--- config.mk ---
export PLATFORM = sky130hd
export DESIGN_NAME = irq_change_detect
export DESIGN_NICKNAME = d
export VERILOG_FILES = /design/src/rtl/irq_pkg.sv /design/src/rtl/irq_sync.sv /design/src/rtl/irq_bank.sv /design/src/rtl/irq_seq.sv /design/src/rtl/irq_change_detect.sv
export SDC_FILE = /design/constraint.sdc
export NUM_CORES = 1
export LEC_CHECK = 0
export ABC_CLOCK_PERIOD_IN_PS = 2500
export BUFFER_PORTS_ARGS = -buffer_cell sky130_fd_sc_hd__buf_2
export CAP_MARGIN = 20
export CORE_UTILIZATION = 45
export CTS_CLUSTER_SIZE = 28
export DETAILED_ROUTE_END_ITERATION = 16
export PLACE_DENSITY = 0.71
export SKIP_CTS_REPAIR_TIMING = 1
export SYNTH_ARGS = -nofsm -noshare
export SYNTH_HDL_FRONTEND = slang
export SYNTH_SLANG_ARGS = --single-unit
--- constraint.sdc ---
create_clock -name clk -period 2.5 [get_ports clk]
set_input_delay 0.5 -clock clk [delete_from_list [all_inputs] [get_ports clk]]
set_output_delay 0.5 -clock clk [all_outputs]
set_load 0.005 [all_outputs]
--- src/rtl/irq_pkg.sv ---
package irq_pkg;
    typedef enum logic [1:0] {
        ST_SETTLE  = 2'd0,
        ST_QUIET   = 2'd1,
        ST_FLAGGED = 2'd2
    } irq_state_e;
endpackage

--- src/rtl/irq_sync.sv ---
module irq_sync #(
    parameter int WIDTH  = 40,
    parameter int STAGES = 2
) (
    input  logic             clk,
    input  logic             rst_n,
    input  logic [WIDTH-1:0] d_async,
    output logic [WIDTH-1:0] q_sync
);
    logic [WIDTH-1:0] chain [STAGES];

    generate
        for (genvar s = 0; s < STAGES; s++) begin : g_stage
            if (s == 0) begin : g_first
                always_ff @(posedge clk or negedge rst_n) begin
                    if (!rst_n) chain[0] <= '0;
                    else        chain[0] <= d_async;
                end
            end else begin : g_next
                always_ff @(posedge clk or negedge rst_n) begin
                    if (!rst_n) chain[s] <= '0;
                    else        chain[s] <= chain[s-1];
                end
            end
        end
    endgenerate

    assign q_sync = chain[STAGES-1];
endmodule

--- src/rtl/irq_bank.sv ---
module irq_bank #(
    parameter int BANK_W = 8
) (
    input  logic              clk,
    input  logic              rst_n,
    input  logic [BANK_W-1:0] sync_b,
    input  logic [BANK_W-1:0] cfg_b,
    input  logic [BANK_W-1:0] mask_b,
    input  logic              load,
    output logic              pend
);
    logic [BANK_W-1:0] snap;
    logic [BANK_W-1:0] diff;

    always_ff @(posedge clk or negedge rst_n) begin
        if (!rst_n)    snap <= '0;
        else if (load) snap <= sync_b;
    end

    always_comb begin
        diff = (sync_b ^ snap) & cfg_b & ~mask_b;
        pend = |diff;
    end

    // a load captures the synchronised levels of this bank
    p_reload_r5: assert property (@(posedge clk) disable iff (!rst_n)
        load |=> (snap == $past(sync_b)));

    // a fully masked bank never reports pending
    p_masked_quiet_r3: assert property (@(posedge clk) disable iff (!rst_n)
        (mask_b == '1) |-> !pend);

    // a bank with every line an output never reports pending
    p_outputs_quiet_r4: assert property (@(posedge clk) disable iff (!rst_n)
        (cfg_b == '0) |-> !pend);
endmodule

--- src/rtl/irq_seq.sv ---
module irq_seq
    import irq_pkg::*;
#(
    parameter int SETTLE_LEN = 3
) (
    input  logic clk,
    input  logic rst_n,
    input  logic pend_any,
    output logic settling,
    output logic flagged
);
    localparam int CW = $clog2(SETTLE_LEN + 1);

    irq_state_e state, nxt;
    logic [CW-1:0] cnt;

    always_ff @(posedge clk or negedge rst_n) begin
        if (!rst_n) begin
            state <= ST_SETTLE;
            cnt   <= '0;
        end else begin
            state <= nxt;
            if (state == ST_SETTLE) cnt <= cnt + 1'b1;
        end
    end

    always_comb begin
        nxt = state;
        unique case (state)
            ST_SETTLE:  if (cnt == CW'(SETTLE_LEN - 1)) nxt = ST_QUIET;
            ST_QUIET:   if (pend_any)                   nxt = ST_FLAGGED;
            ST_FLAGGED: if (!pend_any)                  nxt = ST_QUIET;
            default:                                    nxt = ST_SETTLE;
        endcase
    end

    always_comb begin
        settling = (state == ST_SETTLE);
        flagged  = (state == ST_FLAGGED);
    end

    p_state_legal: assert property (@(posedge clk) disable iff (!rst_n)
        state inside {ST_SETTLE, ST_QUIET, ST_FLAGGED});

    // the settle period never leads straight to a flagged state
    p_settle_no_flag_r1: assert property (@(posedge clk) disable iff (!rst_n)
        (state == ST_SETTLE) |=> (state != ST_FLAGGED));

    // a pending line outside the settle period flags on the next edge
    p_raise_r2: assert property (@(posedge clk) disable iff (!rst_n)
        (state != ST_SETTLE && pend_any) |=> (state == ST_FLAGGED));

    // nothing pending releases the flag on the next edge
    p_drop_r7: assert property (@(posedge clk) disable iff (!rst_n)
        (state == ST_FLAGGED && !pend_any) |=> (state == ST_QUIET));
endmodule

--- src/rtl/irq_change_detect.sv ---
module irq_change_detect #(
    parameter int NUM_BANKS   = 5,
    parameter int BANK_W      = 8,
    parameter int SYNC_STAGES = 2
) (
    input  logic                        clk,
    input  logic                        rst_n,
    input  logic [NUM_BANKS*BANK_W-1:0] pin_async,
    input  logic [NUM_BANKS*BANK_W-1:0] cfg_is_input,
    input  logic [NUM_BANKS*BANK_W-1:0] mask_bit,
    input  logic [NUM_BANKS-1:0]        rd_bank_stb,
    output logic                        int_pull_low
);
    localparam int LINES      = NUM_BANKS * BANK_W;
    localparam int SETTLE_LEN = SYNC_STAGES + 1;

    logic [LINES-1:0]     pin_sync;
    logic [NUM_BANKS-1:0] pend_bank;
    logic                 settling;
    logic                 flagged;

    irq_sync #(.WIDTH(LINES), .STAGES(SYNC_STAGES)) u_sync (
        .clk     (clk),
        .rst_n   (rst_n),
        .d_async (pin_async),
        .q_sync  (pin_sync)
    );

    generate
        for (genvar b = 0; b < NUM_BANKS; b++) begin : g_bank
            irq_bank #(.BANK_W(BANK_W)) u_bank (
                .clk    (clk),
                .rst_n  (rst_n),
                .sync_b (pin_sync[b*BANK_W +: BANK_W]),
                .cfg_b  (cfg_is_input[b*BANK_W +: BANK_W]),
                .mask_b (mask_bit[b*BANK_W +: BANK_W]),
                .load   (settling | rd_bank_stb[b]),
                .pend   (pend_bank[b])
            );
        end
    endgenerate

    irq_seq #(.SETTLE_LEN(SETTLE_LEN)) u_seq (
        .clk      (clk),
        .rst_n    (rst_n),
        .pend_any (|pend_bank),
        .settling (settling),
        .flagged  (flagged)
    );

    assign int_pull_low = flagged;

    // the interrupt stays asserted while any bank is pending
    p_hold_r6: assert property (@(posedge clk) disable iff (!rst_n)
        (!settling && pend_bank != '0) |=> int_pull_low);

    // the output is released throughout the settle period
    p_settle_released_r1: assert property (@(posedge clk) disable iff (!rst_n)
        settling |-> !int_pull_low);
endmodule

==> impl_metrics.yaml <==
status:
  outcome: "finished clean"
placed_design:
  gp_congestion: 0.6986
  dp_hpwl_mm: 5.948
  numPortBuffers: 127
critical_path:
  crit_path_end_kind: "register"
  cp.buffers_inverters: 0
  worst_r2r_endpoint: "u_seq.state[0]"
  critical-path-slowest-cell: "nor4_1"
  crit_start: "g_bank[2].u_bank.snap[6]"
  r2r_start: "g_bank[2].u_bank.snap[6]"
  cp.arrival_ns: 2.26
  crit_path_start_kind: "register"
  cp_top_family: "simple AND/OR/NAND/NOR gates"
  slowest_delay_ns: 0.54
  crit_chain: "xnor2_1 -> o32ai_1 -> nor4_1 -> nand4_1 -> a211o_1 -> o21ai_2"
  crit_fanout: 2
  crit_path_end: "u_seq.state[0]"
  required_ns: 2.93
  worst_r2r_path_depth: 6
  reg2reg_slack_ns: 0.67
  crit_type: "register to register"
  worstSetupPathDepth: 6
detailed_routing:
  drc: 0
  dr.pass1.iters: 4
  routed_via_density: 4.589
  wl_mm: 7.953
  drt_iter0_markers: 25
  post_drt_wl_per_cell_um: 13.78
  antenna_left: 0
  vias: 2648
pwr:
  power.ir.vdd_worst_v: 0.0007481
  p_leak_uw: 0.002648
  powerDensity_mw_per_mm2: 977.3
sta:
  fmax_ghz: 0.5455
  fin_skew_ns: 0.003919
  timing.slew.headroom: 0.6214
  final_max_slew_viol_count: 0
  holdWs_ns: 0.1003
  fin_setup_tns_ns: 0
  rsz0062_at_grt: "false"
  hold_viol: 0
  setup_viol: 0
  fin_crit_sh: 0.7332
  tightest_slew_ns: 0.5627
  fin_crit_ns: 1.833
global_routing:
  grt_use_total: 0.1699
  grt_max_degree: 51
  grt_pass1_wl_mm: 12.47
  overflow: 0
  antenna_found_initial: 0
  first_global_vias: 2616
yosys:
  yosysUniqueCellTypes: 19
  syn_avg_cell_area_sq_um: 15.62
  synth_seq_cells: 124
  synthesis.nets: 414
  synthMuxAreaShare: 0.1008
  synth_compound_area_frac: 0.02184
  ys_seq_area_frac: 0.6945
  synth-xor-area-share: 0.08037
  synth-adder-area-share: 0.002800
  ys.warnings.count: 0
  synth_area_sq_mm: 0.004468
  synth_simple_gate_area_frac: 0.08569
  synth_top_family_by_area: "multiplexers"
  syn_inst: 286
floorplan:
  die_area_sq_mm: 0.01033
  coreArea_sq_mm: 0.009684
  initial_core_util: 0.4614
  fp.dieW_um: 101.6
  ioPinCount: 128
  placementRows: 36
  die_y_um: 101.6
clock_tree:
  cts_tree: "yes"
  path_clk_slew_ns: 0.06
  h-tree-depth: 4
  cts.sinks: 124
  cts_buffers: 17
  clkLatencyLatePin_ns: 0.50
  cts_max_path_buffers: 2
  root_buffer: "clkbuf_8"
final_layout:
  drive_gt1_frac: 0.4775
  area_growth_pct: 30.78
  nets: 559
  antenna_cells: 0
min_path:
  hp-class: "input port to register"
job:
  cap_viol_max_count: 0
-- how the worst min path moves through the flow --
stage	from	to	slack [ns]	cells past startpoint
2_1_floorplan	rst_n	g_bank[0].u_bank.snap[0]	0.20	0
3_3_place_gp	u_sync.chain[63]	u_sync.q_sync[23]	0.33	0
3_5_place_dp	u_sync.chain[76]	u_sync.q_sync[36]	0.33	0
4_1_cts	rst_n	g_bank[3].u_bank.snap[2]	-0.07	1
5_1_grt	pin_async[38]	u_sync.chain[78]	0.07	1
6_report	pin_async[21]	u_sync.chain[61]	0.10	1
-- metrics by stage --
stage	power (uW)	utilization	setup slack, ns	std cells	cell area [sq um]
2_1_floorplan	3222	-	1.092	286	4468
3_3_place_gp	3519	0.5455	0.5712	544	5283
3_5_place_dp	3569	0.5455	0.5145	544	5283
4_1_cts	5795	0.6023	0.5672	576	5833
5_1_grt	6015	0.6034	0.4411	577	5843
6_report	5711	0.6034	0.6669	577	5843
-- routing by layer --
layer  GRT usage  vias to the layer above  wire length, um
met5           0                        -                0
met4     0.07358                        0              106
met3     0.05797                       10              485
met2      0.2812                       77             4076
met1      0.2022                     1293             3284
li1            -                     1268                -
-- where the power goes --
part / total (uW) / internal [uW] / switching (uW) / leakage (uW)
combinational: 1020 / 575 / 441 / 0.000941
sequential: 2490 / 2310 / 185 / 0.00145
clock: 2200 / 1350 / 857 / 0.000261
-- registers in the layout, summed over array words and instances, names as in the netlist --
register            cells
g_bank.u_bank.snap     40
u_seq.cnt               2
u_seq.state             2
u_sync.chain           40
u_sync.q_sync          40
-- final cells by class --
class                      instances  area [sq um]
inverter                          10         37.54
sequential                       124          3103
clock inverter                    13         118.9
clock buffer                      19         431.7
tap                              133         166.4
fill                             792          3841
multi-input combinational        147          1303
timing repair buffer             131         683.2
-- cell usage after synthesis --
cell type  count  area, sq um
a211o_1        1        8.760
a21oi_1        2        10.01
buf_2          5        25.02
dfrtp_1      124         3103
ha_1           1        12.51
inv_1         10        37.54
mux2_2        40        450.4
nand2b_1      10        62.56
nand4_1        2        12.51
nor2_1         2        7.510
nor2_2         1        6.260
nor3b_1       24        180.2
nor4_1         4        25.02
nor4_2         4        50.05
o21ai_2        1        8.760
o32ai_1        8        70.07
or2_2          5        31.28
or2b_1         1        7.510
xnor2_1       41        359.1
-- worst register-to-register path, delay by kind of cell (launching register included) --
kind / cells / cell delay [ns]
compound gates: 3 / 0.45
xor+xnor: 1 / 0.19
flops: 1 / 0.40
simple gates: 2 / 0.73
-- cells by family (layout without fill, tap and decap cells) --
kind of cell | after synthesis | in the layout
adder cells (fa/ha/maj) | 1 | 1
buffers and inverters | 15 | 173
XOR/XNOR | 41 | 41
flip-flops | 124 | 124
multiplexers | 40 | 40
AND/OR/NAND/NOR | 53 | 53
AO/OA/AOI/OAI | 12 | 12
-- layout by cell type, fill, tap and decap left out, drive strengths merged --
| master | count |
|---|---|
| inv | 12 |
| nor3b | 24 |
| nor2 | 3 |
| clkinvlp | 4 |
| ha | 1 |
| or2 | 5 |
| dfrtp | 124 |
| a211o | 1 |
| dlygate4sd3 | 1 |
| o32ai | 8 |
| mux2 | 40 |
| bufinv | 1 |
| xnor2 | 41 |
| clkinv | 6 |
| nand2b | 10 |
| nand4 | 2 |
| a21oi | 2 |
| clkbuf | 19 |
| or2b | 1 |
| buf | 130 |
| nor4 | 8 |
| o21ai | 1 |
Note: power is estimated with default switching activity, not from simulation.
